===== src/rtl/nco_pkg.sv =====
package nco_pkg;
  parameter int NCO_W  = 16;
  parameter int BYTE_W = 8;

  typedef logic [NCO_W-1:0] word_t;

  // Fold a control word into the increment added to the phase register.
  function automatic word_t fold_incr(input word_t w);
    if (w[NCO_W-1]) return ~w + word_t'(1);
    else            return w;
  endfunction
endpackage


===== src/rtl/nco_word_loader.sv =====
module nco_word_loader
  import nco_pkg::*;
(
  input  logic              clk,
  input  logic              rst_n,
  input  logic              wr_en,
  input  logic              wr_sel,
  input  logic [BYTE_W-1:0] wr_data,
  output logic [BYTE_W-1:0] pend_hi,
  output word_t             active_word,
  output logic              commit
);
  localparam int HI_W = NCO_W - BYTE_W;

  assign commit = wr_en && !wr_sel;

  always_ff @(posedge clk) begin
    if (!rst_n) begin
      pend_hi     <= '0;
      active_word <= '0;
    end else begin
      if (wr_en && wr_sel) pend_hi <= wr_data;
      if (commit)          active_word <= {pend_hi[HI_W-1:0], wr_data};
    end
  end
endmodule


===== src/rtl/nco_phase_accum.sv =====
module nco_phase_accum
  import nco_pkg::*;
(
  input  logic  clk,
  input  logic  rst_n,
  input  word_t active_word,
  output word_t incr,
  output word_t phase
);
  assign incr = fold_incr(active_word);

  always_ff @(posedge clk) begin
    if (!rst_n)                 phase <= '0;
    else if (active_word == '0) phase <= '0;
    else                        phase <= phase + incr;
  end
endmodule


===== src/rtl/nco_edge_tick.sv =====
module nco_edge_tick (
  input  logic clk,
  input  logic rst_n,
  input  logic level,
  output logic prev_level,
  output logic tick
);
  always_ff @(posedge clk) begin
    if (!rst_n) prev_level <= 1'b0;
    else        prev_level <= level;
  end

  assign tick = level && !prev_level;
endmodule


===== src/rtl/nco_gen.sv =====
module nco_gen
  import nco_pkg::*;
(
  input  logic              clk,
  input  logic              rst_n,
  input  logic              wr_en,
  input  logic              wr_sel,
  input  logic [BYTE_W-1:0] wr_data,
  output logic              wave_out,
  output logic              tick_out
);
  localparam int MSB = NCO_W - 1;

  logic [BYTE_W-1:0] pend_hi;
  word_t             active_word;
  word_t             incr;
  word_t             phase;
  logic              commit;
  logic              prev_wave;

  nco_word_loader u_loader (
    .clk         (clk),
    .rst_n       (rst_n),
    .wr_en       (wr_en),
    .wr_sel      (wr_sel),
    .wr_data     (wr_data),
    .pend_hi     (pend_hi),
    .active_word (active_word),
    .commit      (commit)
  );

  nco_phase_accum u_accum (
    .clk         (clk),
    .rst_n       (rst_n),
    .active_word (active_word),
    .incr        (incr),
    .phase       (phase)
  );

  assign wave_out = phase[MSB];

  nco_edge_tick u_tick (
    .clk        (clk),
    .rst_n      (rst_n),
    .level      (wave_out),
    .prev_level (prev_wave),
    .tick       (tick_out)
  );
endmodule


===== config.mk =====
export PLATFORM = sky130hd
export DESIGN_NAME = nco_gen
export DESIGN_NICKNAME = d
export VERILOG_FILES = /design/src/rtl/nco_pkg.sv /design/src/rtl/nco_word_loader.sv /design/src/rtl/nco_phase_accum.sv /design/src/rtl/nco_edge_tick.sv /design/src/rtl/nco_gen.sv
export SDC_FILE = /design/constraint.sdc
export NUM_CORES = 1
export LEC_CHECK = 0
export BUFFER_PORTS_ARGS = -buffer_cell sky130_fd_sc_hd__buf_2
export CAP_MARGIN = 20
export CORE_AREA = 8 8 77 79
export CTS_BUF_LIST = sky130_fd_sc_hd__clkbuf_4
export DETAILED_ROUTE_END_ITERATION = 7
export DIE_AREA = 0 0 85 87
export HOLD_SLACK_MARGIN = 0.03
export PLACE_DENSITY = 0.73
export SLEW_MARGIN = 5
export SYNTH_ARGS = -nofsm -noshare
export SYNTH_HDL_FRONTEND = slang
export SYNTH_SLANG_ARGS = --single-unit

===== constraint.sdc =====
create_clock -name clk -period 3 [get_ports clk]
set_clock_uncertainty 0.2 [all_clocks]
set_input_delay 0.6 -clock clk [delete_from_list [all_inputs] [get_ports clk]]
set_output_delay 0.6 -clock clk [all_outputs]
set_load 0.005 [all_outputs]

==> results.toml <==
[layout]
seq_area_um2 = 823
final_core_util_pct = 61.0
diodes = 0
fillers = 445
area_delta_synth_final_pct = 18.2
drive_gt1_share_pct = 23.3
nNetsFinal = 366
fin_cells = 391
multi_input_area_um2 = 1680

[pwr]
p_sw_uw = 322
pwr-share-comb_pct = 17.3
power_frac_seq_pct = 50.1
power_uw = 1150
peakVddDrop_mv = 0.314
clkPwrFrac_pct = 32.6
sw_frac_of_total_pct = 28.0
p_leak_uw = 0.00119
p_int_uw = 829
powerDensity_nw_per_um2 = 389

[synth]
ys_ff_latch = 41
synth_fp_nets = 330
syn_inst = 298
synth_area_per_cell_um2 = 8.40
synth_warnings = 0
synth_cell_type_count = 41
netlist_top_cells_area = "dfxtp_1 (33%), ha_1 (9.5%), nand2_1 (8.8%), a21boi_0 (7.2%), xnor2_1 (5.9%)"
netlist_area_um2 = 2500
synth_edf_count = 0
synth_top_area_cell = "dfxtp_1"
synth_top_area_share_pct = 32.8
async_flop_share_pct = 0
ys.flop_type = "dfxtp_1"
ys_seq_area_share_pct = 32.8

[detailed_routing]
drt-initial-drc-count = 90
ant_nets = 0
drc_errors = 0
vias_per_cell = 5.54
via_count = 2165
wl_um = 5500
wl_per_cell_um = 14.1
first_pass_iters = 4

[timing]
setup_viol = 0
rsz0062_at_grt = "true"
post-route-period-util_pct = 96.9
slew_headroom_pct = 56.4
slew_violations = 0
hold_viol_final = 0
max_freq_mhz = 344
timing.hold.ws_ns = 0.272
finalSetupTns_ns = 0
fin_crit_ns = 2.91
worst_pin_slew_ns = 0.652

[placed_design]
numPortBuffers = 13
place.gp.congestion = 0.932
dp_cells = 381
post-dp-hpwl_um = 4170

[floorplan]
num_rows = 26
start_util_pct = 51.7
ioPinCount = 14
die_w_um = 85
core_um2 = 4850
dieArea_um2 = 7400
die_y_um = 87

[worst_setup_path]
critPathArrivalTime_ns = 2.96
endpoint_kind = "flip-flop"
crit_fanout = 4
crit_type = "flip-flop to flip-flop"
worst_setup_path_start_kind = "flip-flop"
crit_required_ns = 3.06

[cts]
cts.path.max_buffers = 2
cts_root_buf = "clkbuf_4"
numCtsBuffers = 5
clk_latency_ns = 0.37
cts_num_sinks = 41
clkTransAtPathRegs_ns = 0.15
h-tree-depth = 2
cts_tree = "yes"

[grt]
grt_max_degree = 28
grt_pass1_vias = 2166
antenna_found_initial = 0
grt_pass1_wl_um = 9310
grt_util_all_layers_pct = 15.5
grt_overflow_total = 0

[hold_path]
min_path_type = "flip-flop to flip-flop"

[flow_run]
maxCapViolCount = 0

[run_status]
outcome = "finished clean"
cells in the mapped netlist (all sizes together) (9+ instances only):
cell type and n:
o21ai 9, dfxtp 41, clkbuf 12, nor2 13, a21boi 24, nand2 59
a21oi 17, ha 19, nand3 16, xnor2 17
power groups by stage:
| stage | logic [µW] | clock network, µW | registers (µW) |
|---|---|---|---|
| floorplan | 125 | 0 | 587 |
| finish | 199 | 375 | 577 |
| detailed placement | 191 | 0 | 588 |
| global placement | 187 | 0 | 587 |
| CTS | 192 | 384 | 576 |
| global route | 220 | 409 | 579 |
repair_timing:
| action | in CTS | in global routing |
|---|---|---|
| cloned | 0 | 0 |
| buffers inserted | 0 | 2 |
| gates resized for setup | 1 | 16 |
| hold buffers | 0 | 0 |
| setup endpoints to repair | 1 | 5 |
| endpoints found under the hold margin | 0 | 0 |
| pin swaps | 0 | 4 |
through the flow:
step / setup slack (ns) / area (µm²)
finish: 0.0939 / 2960
CTS: 0.00650 / 2880
global route: -0.0414 / 2960
detailed placement: -0.0594 / 2800
floorplan: 0.0199 / 2520
global placement: 0.0483 / 2800
sequential cells by signal, indices dropped and copies added, names as in the netlist:
name and cells:
u_accum.phase 16, u_loader.active_word 16, u_loader.pend_hi 8, u_tick.prev_level 1
layer usage:
layer / routed length [µm] / vias up / part of all wire, % / GRT usage [%]
li1: - / 1137 / - / -
met1: 2570 / 979 / 47 / 18.1
met2: 2670 / 39 / 49 / 27.5
met3: 145 / 10 / 2.6 / 2.74
met4: 105 / 0 / 1.9 / 5.66
met5: 0 / - / 0 / 0
worst max-delay path: stages (launching register included):
cell and delay (ns):
dfxtp_2 0.37, inv_1 0.07, ha_1 0.22, nand2b_1 0.17
xnor2_1 0.14, ha_1 0.36, a21o_1 0.18, a311oi_1 0.15
or4b_2 0.72, a21oi_2 0.18, nor3b_2 0.06
worst paths after layout:
check	start	cells after the start	to	slack, ns
setup reg to reg	u_loader.active_word[1]$_SDFFE_PN0P_	10	u_accum.phase[12]$_SDFF_PP0_	0.09
hold reg to reg	u_loader.pend_hi[5]$_SDFFE_PN0P_	2	u_loader.pend_hi[5]$_SDFFE_PN0P_	0.27
setup / recovery	u_loader.active_word[1]$_SDFFE_PN0P_	10	u_accum.phase[12]$_SDFF_PP0_	0.09
hold / removal	u_loader.pend_hi[5]$_SDFFE_PN0P_	2	u_loader.pend_hi[5]$_SDFFE_PN0P_	0.27
layout make-up:
class	count	share of cell area [%]
well taps	56	2.37
multi-input cells	239	56.8
flip-flops and latches	41	27.8
clock buffers	5	1.27
repair buffers	42	9.56
inverters	5	0.634
clock inverters	3	1.56
cells in the final DEF, fill, tap and decap left out, drive strengths merged, types with 9 or more instances in the layout:
cell,synthesis,routed
nor2,13,13
a21oi,17,17
nand2,59,59
ha,19,19
o21ai,9,9
xnor2,17,17
dfxtp,41,41
buf,1,42
nand3,16,16
a21boi,24,24
kinds of logic (layout without fill, tap and decap cells):
kind of cell             count (synthesis)  in the layout  share of synthesized area [%]
AO/OA/AOI/OAI                           80             80                           23.1
XOR/XNOR                                20             20                           7.00
adder cells (fa/ha/maj)                 20             20                           10.3
buffers and inverters                   18             55                           3.00
flip-flops                              41             41                           32.8
multiplexers                             1              1                          0.400
AND/OR/NAND/NOR                        118            118                           23.4
(Power assumes the default switching activity.)
